File: src/rtl/sio_cfg_pkg.sv
package sio_cfg_pkg;
  localparam logic [7:0] KEY_ENTER = 8'h55;
  localparam logic [7:0] KEY_EXIT  = 8'hAA;

  localparam logic [7:0] IX_LDN    = 8'h07;
  localparam logic [7:0] IX_ID     = 8'h20;
  localparam logic [7:0] IX_REV    = 8'h21;
  localparam logic [7:0] IX_PWR    = 8'h22;
  localparam logic [7:0] IX_BANK   = 8'h30;
  localparam logic [7:0] IX_ACT    = 8'h30;
  localparam logic [7:0] IX_BP_HI  = 8'h60;
  localparam logic [7:0] IX_BP_LO  = 8'h61;
  localparam logic [7:0] IX_BS_HI  = 8'h62;
  localparam logic [7:0] IX_BS_LO  = 8'h63;
  localparam logic [7:0] IX_IRQ_P  = 8'h70;
  localparam logic [7:0] IX_IRQ_S  = 8'h72;

  localparam int GPIO_N = 4;
  localparam logic [7:0] GPIO_IDX [GPIO_N] = '{8'hC2, 8'hC5, 8'hC6, 8'hC7};

  typedef enum logic [1:0] {
    KS_RUN  = 2'd0,
    KS_HALF = 2'd1,
    KS_CFG  = 2'd2
  } key_st_t;
endpackage

File: src/rtl/sio_key_fsm.sv
module sio_key_fsm
  import sio_cfg_pkg::*;
(
  input  logic       clk,
  input  logic       rst_n,
  input  logic       any_wr,
  input  logic       wr_cfg,
  input  logic [7:0] wdata,
  output logic       cfg_mode
);
  key_st_t st_q, st_d;

  always_comb begin
    st_d = st_q;
    case (st_q)
      KS_RUN:  if (wr_cfg && wdata == KEY_ENTER) st_d = KS_HALF;
      KS_HALF: if (any_wr) st_d = (wr_cfg && wdata == KEY_ENTER) ? KS_CFG : KS_RUN;
      KS_CFG:  if (wr_cfg && wdata == KEY_EXIT) st_d = KS_RUN;
      default: st_d = KS_RUN;
    endcase
  end

  always_ff @(posedge clk or negedge rst_n) begin
    if (!rst_n) st_q <= KS_RUN;
    else        st_q <= st_d;
  end

  assign cfg_mode = (st_q == KS_CFG);

  // configuration state is reached only through a key write
  a_r2_enter_on_key: assert property (@(posedge clk) disable iff (!rst_n)
    $rose(cfg_mode) |-> $past(wr_cfg && wdata == KEY_ENTER));

  // the exit key leaves configuration state
  a_r3_exit_key: assert property (@(posedge clk) disable iff (!rst_n)
    (cfg_mode && wr_cfg && wdata == KEY_EXIT) |=> !cfg_mode);
endmodule

File: src/rtl/sio_ldev_regs.sv
module sio_ldev_regs
  import sio_cfg_pkg::*;
(
  input  logic        clk,
  input  logic        rst_n,
  input  logic        wr_en,
  input  logic [7:0]  idx,
  input  logic [7:0]  wdata,
  output logic        act_o,
  output logic [15:0] base_pri_o,
  output logic [15:0] base_sec_o,
  output logic [7:0]  irq_pri_o,
  output logic [7:0]  irq_sec_o,
  output logic [7:0]  rd_o
);
  logic       act_q, act_d;
  logic [7:0] bph_q, bph_d, bpl_q, bpl_d, bsh_q, bsh_d, bsl_q, bsl_d;
  logic [7:0] ip_q, ip_d, is_q, is_d;

  always_comb begin
    act_d = act_q;
    bph_d = bph_q; bpl_d = bpl_q;
    bsh_d = bsh_q; bsl_d = bsl_q;
    ip_d  = ip_q;  is_d  = is_q;
    if (wr_en) begin
      case (idx)
        IX_ACT:   act_d = wdata[0];
        IX_BP_HI: bph_d = wdata;
        IX_BP_LO: bpl_d = wdata;
        IX_BS_HI: bsh_d = wdata;
        IX_BS_LO: bsl_d = wdata;
        IX_IRQ_P: ip_d  = wdata;
        IX_IRQ_S: is_d  = wdata;
        default: ;
      endcase
    end
  end

  always_ff @(posedge clk or negedge rst_n) begin
    if (!rst_n) begin
      act_q <= 1'b0;
      bph_q <= '0; bpl_q <= '0; bsh_q <= '0; bsl_q <= '0;
      ip_q  <= '0; is_q  <= '0;
    end else begin
      act_q <= act_d;
      bph_q <= bph_d; bpl_q <= bpl_d; bsh_q <= bsh_d; bsl_q <= bsl_d;
      ip_q  <= ip_d;  is_q  <= is_d;
    end
  end

  always_comb begin
    case (idx)
      IX_ACT:   rd_o = {7'd0, act_q};
      IX_BP_HI: rd_o = bph_q;
      IX_BP_LO: rd_o = bpl_q;
      IX_BS_HI: rd_o = bsh_q;
      IX_BS_LO: rd_o = bsl_q;
      IX_IRQ_P: rd_o = ip_q;
      IX_IRQ_S: rd_o = is_q;
      default:  rd_o = 8'h00;
    endcase
  end

  assign act_o      = act_q;
  assign base_pri_o = {bph_q, bpl_q};
  assign base_sec_o = {bsh_q, bsl_q};
  assign irq_pri_o  = ip_q;
  assign irq_sec_o  = is_q;

  // a device copy changes only when its bank is addressed
  a_r7_bank_hold: assert property (@(posedge clk) disable iff (!rst_n)
    !wr_en |=> ($stable(act_o) && $stable(base_pri_o) && $stable(base_sec_o)
                && $stable(irq_pri_o) && $stable(irq_sec_o)));
endmodule

File: src/rtl/sio_cfg_port.sv
module sio_cfg_port
  import sio_cfg_pkg::*;
#(
  parameter int               ADDR_W    = 12,
  parameter logic [ADDR_W-1:0] CFG_PORT = 12'h3F0,
  parameter logic [ADDR_W-1:0] DAT_PORT = 12'h3F1,
  parameter int               NUM_LDEV  = 9,
  parameter int               GPIO_LDN  = 8,
  parameter logic [7:0]       DEV_ID    = 8'h30,
  parameter logic [7:0]       DEV_REV   = 8'h01
) (
  input  logic                  clk,
  input  logic                  rst_n,
  input  logic [ADDR_W-1:0]     io_addr,
  input  logic [7:0]            io_wdata,
  input  logic                  io_wr,
  input  logic                  io_rd,
  output logic [7:0]            io_rdata,
  output logic                  cfg_mode,
  output logic [NUM_LDEV-1:0]   dev_active,
  output logic [7:0]            dev_power,
  output logic [16*NUM_LDEV-1:0] dev_base_pri,
  output logic [16*NUM_LDEV-1:0] dev_base_sec,
  output logic [8*NUM_LDEV-1:0] dev_irq_pri,
  output logic [8*NUM_LDEV-1:0] dev_irq_sec,
  output logic [8*GPIO_N-1:0]   gpio_func
);
  localparam logic [7:0] GPIO_LDN_B = 8'(GPIO_LDN);

  // asynchronous assert, synchronous release
  logic [1:0] rs_q;
  logic       rst_i;
  always_ff @(posedge clk or negedge rst_n) begin
    if (!rst_n) rs_q <= 2'b00;
    else        rs_q <= {rs_q[0], 1'b1};
  end
  assign rst_i = rs_q[1];

  logic wr_cfg, wr_dat, at_cfg, at_dat;
  assign at_cfg = (io_addr == CFG_PORT);
  assign at_dat = (io_addr == DAT_PORT);
  assign wr_cfg = io_wr && at_cfg;
  assign wr_dat = io_wr && at_dat && cfg_mode;

  sio_key_fsm u_key (
    .clk(clk), .rst_n(rst_i), .any_wr(io_wr), .wr_cfg(wr_cfg),
    .wdata(io_wdata), .cfg_mode(cfg_mode)
  );

  // global registers
  logic [7:0] idx_q, idx_d, ldn_q, ldn_d, pwr_q, pwr_d;
  always_comb begin
    idx_d = idx_q;
    ldn_d = ldn_q;
    pwr_d = pwr_q;
    if (wr_cfg && cfg_mode && io_wdata != KEY_EXIT) idx_d = io_wdata;
    if (wr_dat && idx_q == IX_LDN) ldn_d = io_wdata;
    if (wr_dat && idx_q == IX_PWR) pwr_d = io_wdata;
  end

  always_ff @(posedge clk or negedge rst_i) begin
    if (!rst_i) begin
      idx_q <= '0; ldn_q <= '0; pwr_q <= '0;
    end else begin
      idx_q <= idx_d; ldn_q <= ldn_d; pwr_q <= pwr_d;
    end
  end
  assign dev_power = pwr_q;

  // per-device banks
  logic [7:0] bank_rd [NUM_LDEV];
  for (genvar d = 0; d < NUM_LDEV; d++) begin : g_ldev
    logic wr_bank;
    assign wr_bank = wr_dat && (idx_q >= IX_BANK) && (ldn_q == 8'(d));
    sio_ldev_regs u_regs (
      .clk(clk), .rst_n(rst_i), .wr_en(wr_bank), .idx(idx_q), .wdata(io_wdata),
      .act_o(dev_active[d]),
      .base_pri_o(dev_base_pri[16*d +: 16]),
      .base_sec_o(dev_base_sec[16*d +: 16]),
      .irq_pri_o(dev_irq_pri[8*d +: 8]),
      .irq_sec_o(dev_irq_sec[8*d +: 8]),
      .rd_o(bank_rd[d])
    );
  end

  // GPIO function bytes in the GPIO logical device
  logic gpio_sel;
  assign gpio_sel = (ldn_q == GPIO_LDN_B);
  for (genvar g = 0; g < GPIO_N; g++) begin : g_gpio
    logic [7:0] gb_q, gb_d;
    always_comb begin
      gb_d = gb_q;
      if (wr_dat && gpio_sel && idx_q == GPIO_IDX[g]) gb_d = io_wdata;
    end
    always_ff @(posedge clk or negedge rst_i) begin
      if (!rst_i) gb_q <= '0;
      else        gb_q <= gb_d;
    end
    assign gpio_func[8*g +: 8] = gb_q;
  end

  // read path
  logic [7:0] bank_sel;
  always_comb begin
    bank_sel = 8'h00;
    for (int d = 0; d < NUM_LDEV; d++)
      if (ldn_q == 8'(d)) bank_sel = bank_rd[d];
    if (gpio_sel)
      for (int g = 0; g < GPIO_N; g++)
        if (idx_q == GPIO_IDX[g]) bank_sel = bank_sel | gpio_func[8*g +: 8];
  end

  always_comb begin
    io_rdata = 8'h00;
    if (io_rd && (at_cfg || at_dat)) begin
      if (!cfg_mode)   io_rdata = 8'hFF;
      else if (at_cfg) io_rdata = idx_q;
      else begin
        case (idx_q)
          IX_LDN:  io_rdata = ldn_q;
          IX_ID:   io_rdata = DEV_ID;
          IX_REV:  io_rdata = DEV_REV;
          IX_PWR:  io_rdata = pwr_q;
          default: io_rdata = (idx_q >= IX_BANK) ? bank_sel : 8'h00;
        endcase
      end
    end
  end

  // in run state no write can reach a stored register
  a_r4_run_no_change: assert property (@(posedge clk) disable iff (!rst_i)
    (!cfg_mode && io_wr) |=> ($stable(dev_active) && $stable(dev_power)
                              && $stable(gpio_func) && $stable(dev_base_pri)));

  // power enables move only on a configuration-state data write
  a_r11_power_hold: assert property (@(posedge clk) disable iff (!rst_i)
    !(io_wr && at_dat && cfg_mode) |=> $stable(dev_power));

  // GPIO bytes move only while the GPIO device is selected
  a_r12_gpio_bank: assert property (@(posedge clk) disable iff (!rst_i)
    !gpio_sel |=> $stable(gpio_func));
endmodule

File: config.mk
export PLATFORM = sky130hd
export DESIGN_NAME = sio_cfg_port
export DESIGN_NICKNAME = d
export VERILOG_FILES = /design/src/rtl/sio_cfg_pkg.sv /design/src/rtl/sio_key_fsm.sv /design/src/rtl/sio_ldev_regs.sv /design/src/rtl/sio_cfg_port.sv
export SDC_FILE = /design/constraint.sdc
export NUM_CORES = 1
export LEC_CHECK = 0
export BUFFER_PORTS_ARGS = -buffer_cell sky130_fd_sc_hd__buf_2
export CORE_MARGIN = 2
export CORE_UTILIZATION = 50
export DETAILED_ROUTE_END_ITERATION = 7
export PLACE_DENSITY_LB_ADDON = 0.3
export SKIP_CTS_REPAIR_TIMING = 1
export SLEW_MARGIN = 20
export SYNTH_ARGS = -nofsm -noshare
export SYNTH_HDL_FRONTEND = slang
export SYNTH_HIERARCHICAL = 1
export SYNTH_SLANG_ARGS = --single-unit
File: constraint.sdc
create_clock -name clk -period 15.38 [get_ports clk]
set_clock_uncertainty 0.15 [all_clocks]
set_input_delay 1.538 -clock clk [delete_from_list [all_inputs] [get_ports clk]]
set_output_delay 1.538 -clock clk [all_outputs]
set_load 0.1 [all_outputs]
# After elaboration in Yosys (flattened, before gate mapping)
# Index checks and enable logic that the tools add are counted.
# W data, S select, Z words.
dict set report op_classes {
  order_cmp 1
  n_eq_ne 33
  mux 36
  bitwise_logic 4
  n_reduce_logical 92
}
# operator count
set ops {}
lappend ops {{$pmux W8 S7} 9}
lappend ops {{$mux W8} 21}
lappend ops {{$reduce_and A2 Y1} 63}
lappend ops {{$eq A8 B7 Y1 const B} 7}
lappend ops {{$eq A8 B3 Y1 const B} 5}
lappend ops {{$eq A8 B8 Y1 const B} 5}
lappend ops {{$eq A8 B6 Y1 const B} 4}
lappend ops {{$or A8 B8 Y8} 4}
lappend ops {{$pmux W8 S4} 1}
lappend ops {{$logic_and A1 B1 Y1} 25}
lappend ops {{$eq A12 B10 Y1 const B} 2}
lappend ops {{$eq A8 B2 Y1 const B} 2}
lappend ops {{$eq A8 B1 Y1 const B} 1}
lappend ops {{$eq A8 B4 Y1 const B} 1}
lappend ops {{$ge A8 B6 Y1 const B} 1}
lappend ops {{$logic_not A8 Y1} 1}
lappend ops {{$mux W2} 4}
lappend ops {{$ne A8 B8 Y1 const B} 1}
lappend ops {{$pmux W2 S3} 1}
lappend ops {{$ne A2 B1 Y1 const B} 2}
lappend ops {{$reduce_and A3 Y1} 1}
lappend ops {{$eq A2 B1 Y1 const B} 1}
lappend ops {{$eq A2 B2 Y1 const B} 1}
lappend ops {{$logic_not A2 Y1} 1}
lappend ops {{2 further kinds} 2}
dict set report word_totals {
  ff_bits 501
  input_bits 24
  out_inout_bits 490
}

# Longest topological paths before layout
dict set report logic_depth {
  ltp_word 28
  ltp_mapped 12
}

# Modules after synthesis
# Netlist, hierarchy kept.
# mod n_inst cells_per_inst area_per_inst_um2 seq_area_each_um2
set by_module_without_submodules {}
lappend by_module_without_submodules {{sio_ldev_regs at g_ldev[4].u_regs ...} 5 157 2406.1 1226.2}
lappend by_module_without_submodules {{sio_ldev_regs at g_ldev[0].u_regs ...} 4 175 2389.8 1226.2}
lappend by_module_without_submodules {sio_cfg_port 1 341 3728.6 1451.4}
lappend by_module_without_submodules {sio_key_fsm 1 14 147.6 50.0}

# Worst setup path before layout
# Ideal clock, no wire load.
dict set report synth_path {
  kind {register to output}
  startpoint {register idx_q[3]}
  endpoint {output port io_rdata[2]}
  arrival_ps 5309
  t_required_ps 13692
  slack_ps 8383
  stages_incl_launch_ff 12
  path_buffers 1
  cell_sequence {dfrtp_1 > or4_1 > buf_6 > nor2_2 > a22oi_1 > a21oi_1 > mux2_2 > o221ai_1 > a221o_1 > a221oi_2 > o22ai_1 > a21oi_1}
}
# element line
set synth_rtl {}
lappend synth_rtl {{start: declaration} sio_cfg_port.sv:51} ;# logic [7:0] idx_q, idx_d, ldn_q, ldn_d, pwr_q, pwr_d;
lappend synth_rtl {{start signal: assignment} sio_cfg_port.sv:65} ;# idx_q <= idx_d; ldn_q <= ldn_d; pwr_q <= pwr_d;
lappend synth_rtl {{end: declaration} sio_cfg_port.sv:18} ;# output logic [7:0] io_rdata,

==> results.txt <==
The flow ran to the end, and the final reports show no timing, DRC or antenna violations. The area growth from synthesis to layout is 20.0%. The tools report the final antenna-violating net count as 0.

The die is 230 um tall. Area occupied by multi-input gates: 12,300 sq um. Before antenna repair, the detailed router went through 5 iterations.

The count of endpoints failing hold in the final timing report is 0, and the insertion delay of the later-clocked pin in the worst-skew pair is 0.60 ns. Dominant cell type by count on the critical path: sky130_fd_sc_hd__a21oi_1. Max-cap violations in this run came to 0. The top cell type by area accounts for 49.2% of the synthesized area. The cell family contributing the most delay on the critical path is compound AO/OA/AOI/OAI gates. For this run, the slowest stage of the critical path takes 0.83 ns. The average footprint of a synthesized cell is 13.8 sq um. For this block, wires on met1 add up to 35,000 um. The die covers 52,800 sq um.

For the worst path required time, the log shows 13.69 ns. In this run the top signal layer used is met5. The critical path capture point type is an output port. After detailed routing, the met3 layer carries 6270 um of wire.

Wires add up to 85,200 um. For the number of endpoints failing setup at the final stage, the log shows 0. The total of fill cells in the finished design is 3,943. In this run, synthesis produced a sequential element count of 501. The tools report the worst hold margin as 0.200 ns. The via density per instance was 6.24; the total core area was 50,200 sq um. The routed design uses 40,700 um of met2 wire.

The worst path uses 44.5% of the clock period. The number of buffers and inverters on the critical path is 2. The slowest stage of the critical path is the sky130_fd_sc_hd__or4_1 cell. The run gives 1,864 as the synthesized net count. Derived from the worst setup path, the maximum achievable clock frequency is 146 MHz. The actual slew at the worst max-slew pin was 1.06 ns; the sum of overflow across all layers after global routing was 0. For this run, asynchronously set or reset flops after synthesis account for 100%. The worst path setup slack after routing is 8.53 ns. Ranked by total cell area, the synthesized netlist is headed by sky130_fd_sc_hd__dfrtp_1 49%, sky130_fd_sc_hd__mux2_2 22%, sky130_fd_sc_hd__mux4_2 3.4%. The commonest cells after synthesis are 505 x sky130_fd_sc_hd__mux2_2, 501 x sky130_fd_sc_hd__dfrtp_1, 55 x sky130_fd_sc_hd__o22ai_1.

STA classifies the critical path startpoint as a register. The number of warnings printed during yosys synthesis was 6. TritonCTS built the clock tree.

In this run the worst hold path is classified as reg -> reg. In this run, distinct cell masters in the synthesized netlist total 75. The time the worst path needs with I/O delays and setup was 6.85 ns. The layout net count came out at 2,392. Counting tap cells, the placed design contains a total of 2,985 instances. Adding up every negative setup slack in the final design gives 0 ns. For this design, the sink count on the clock tree is 501. The overall die width works out to 230 um. The logs give 1,455 for the number of DRC violations after detailed-routing iteration 0 and 49.2% for the post-synthesis sequential area ratio.

The tree is rooted in a sky130_fd_sc_hd__clkbuf_16. The first global-routing pass estimated 128,000 um of wire. Counting every instance in the synthesized netlist gives 1,840. The clock tree buffer depth was 3; the clock transition at the registers of the reported paths was 0.06 ns. Summing all flip-flop and latch instances after layout gives 12,600 sq um.

The final number of max-transition violations was 0; the number of flops mapped to enable cells by yosys was 0. The cell row count was 82; the maximum number of pins on one net before global-route repair was 172. In this run the cell area of the synthesized design comes to 25,500 sq um. The initial antenna violation count is 3.

For this design the static power due to leakage is 15.5 nW. In the global route stage, overall resource usage came out at 31.9%. For the number of global-route vias before repair, the log shows 19,400. VDD sags by at most 0.0000729 V.

The half-perimeter wire length after detailed placement is 59,300 um. The most frequently used flop master after synthesis was sky130_fd_sc_hd__dfrtp_1. For the DRC violation count after routing, the log shows 0. The clock tree synthesis step divided the H-tree into 2 levels. Once the floorplan was initialized, standard cells occupied 50.8% of the core. Total number of vias: 19,200.

For this design the top-level I/O count stands at 514. STA puts the critical path data arrival time at 5.16 ns. Routability-driven placement finished with a final weighted congestion of 0.905. Traced cell by cell, the critical path runs through buf_4 > or4_1 > nor2_2 > a22oi_1 > a21oi_1 > mux2_2 > o221ai_1 > a221o_1 > a221oi_1 > o22ai_1 > a21oi_1 > buf_2.

In this run, CTS created clock tree buffers numbering 53. Setup repair after global routing left no endpoint under its margin. In the final layout, the share of cells above drive strength 1 is 53.7%. Of all nets on the critical path, the largest fanout is 55.

In the final routed layout, each cell accounts on average for 27.6 um. The power density relative to cell area is 90.7 nW/um^2. The largest total area in the synthesized netlist belongs to sky130_fd_sc_hd__dfrtp_1. After the flow finishes, the layout carries non-filler instances totaling 3,085.

The critical path is of the reg -> out type. For the relative slew slack, the log shows 29.4%. The worst setup timing slack at the placement stage was 9.20 ns.

Count of input and output buffers: 513. sky130_fd_sc_hd__mux2_2 is the most common cell in the netlist.
==> path summary, 6_finish.rpt <==
path	startpoint	to	slack, ns	cells after the start
max	idx_q[0]	io_rdata[7]	8.53	12
min	rs_q[0]	rs_q[1]	0.20	0
max reg2reg	idx_q[4]	g_ldev[6].u_regs/bsl_q[4]	10.38	9
min reg2reg	rs_q[0]	rs_q[1]	0.20	0
max in group asynchronous	rs_q[1]	g_ldev[2].u_regs/irq_sec_o[6]	12.63	2
min in group asynchronous	rs_q[1]	g_ldev[5].u_regs/bsh_q[1]	0.22	0
==> area by class of cell <==
type / count / area share [%]
antenna: 2 / 0.0164
inverter: 48 / 0.590
clock inverter: 27 / 1.23
timing repair buffer: 539 / 9.08
clock buffer: 71 / 4.93
sequential: 501 / 41.1
multi-input combinational: 1225 / 40.3
tap: 672 / 2.75
==> flip-flops by register name, summed over array words and instances, names as in the netlist <==
signal                   count
g_gpio.gb_q                 32
ldn_q                        8
dev_power                    8
g_ldev.u_regs/irq_sec_o     72
idx_q                        8
g_ldev.u_regs/act_o          9
g_ldev.u_regs/bsl_q         72
g_ldev.u_regs/bph_q         72
g_ldev.u_regs/irq_pri_o     72
rs_q                         2
g_ldev.u_regs/bsh_q         72
g_ldev.u_regs/bpl_q         72
u_key/st_q                   2
==> where the power goes <==
| part | internal [W] | total, W | switching (W) | leakage, nW |
|---|---|---|---|---|
| clock network | 0.000839 | 0.00139 | 0.000548 | 0.930 |
| logic | 0.00000717 | 0.0000626 | 0.0000554 | 7.57 |
| registers | 0.00132 | 0.00132 | 0.00000265 | 6.97 |
| total | 0.00216 | 0.00277 | 0.000606 | 15.5 |
==> through the flow <==
stage	util, %	cell area (sq um)	total power, W
floorplan	-	25500	0.00136
global placement	57.1	28700	0.00141
detailed placement	57.1	28700	0.00141
CTS	60.9	30500	0.00279
global route	60.9	30500	0.00285
finish	60.9	30500	0.00277
==> worst reg2reg max path, stage by stage, from the launching register on <==
cell and delay [ns]:
sky130_fd_sc_hd__dfrtp_4 0.83, sky130_fd_sc_hd__buf_4 0.73, sky130_fd_sc_hd__nand2_1 0.27, sky130_fd_sc_hd__nand2_1 0.29, sky130_fd_sc_hd__nand3_1 0.27, sky130_fd_sc_hd__or4b_2 0.76
sky130_fd_sc_hd__nor2_1 0.35, sky130_fd_sc_hd__nand3_1 0.18, sky130_fd_sc_hd__nor4_4 0.64, sky130_fd_sc_hd__mux2_2 0.43
==> metal layers <==
metal / vias up / track usage [%]
met5: - / 0
met4: 2 / 12.6
met3: 176 / 6.16
met2: 898 / 50.8
met1: 9993 / 43.2
li1: 8177 / -
==> layout by cell type (no fill, tap or decap), types with 18 or more instances in the layout <==
cell / instances
sky130_fd_sc_hd__nand4_1: 18
sky130_fd_sc_hd__mux2i_1: 51
sky130_fd_sc_hd__dfrtp_1: 492
sky130_fd_sc_hd__buf_4: 25
sky130_fd_sc_hd__a21oi_1: 38
sky130_fd_sc_hd__nor2b_1: 29
sky130_fd_sc_hd__a22oi_1: 45
sky130_fd_sc_hd__nor2_1: 31
sky130_fd_sc_hd__inv_1: 46
sky130_fd_sc_hd__mux2_1: 36
sky130_fd_sc_hd__mux2_2: 505
sky130_fd_sc_hd__buf_2: 513
sky130_fd_sc_hd__o22ai_1: 55
sky130_fd_sc_hd__nor4_4: 21
sky130_fd_sc_hd__clkbuf_16: 55
sky130_fd_sc_hd__a22o_1: 28
sky130_fd_sc_hd__nand2_1: 42
sky130_fd_sc_hd__mux4_2: 39
==> cell families (layout without fill, tap and decap cells) <==
kind of cell	Yosys count	in the layout	synth area share (%)
flip-flops	501	501	49.2
other	1	3	0.0147
AND/OR/NAND/NOR	327	327	11.2
multiplexers	639	639	29.8
buffers and inverters	114	685	2.49
AO/OA/AOI/OAI	258	258	7.24
Note: power is estimated with default switching activity, not from simulation.
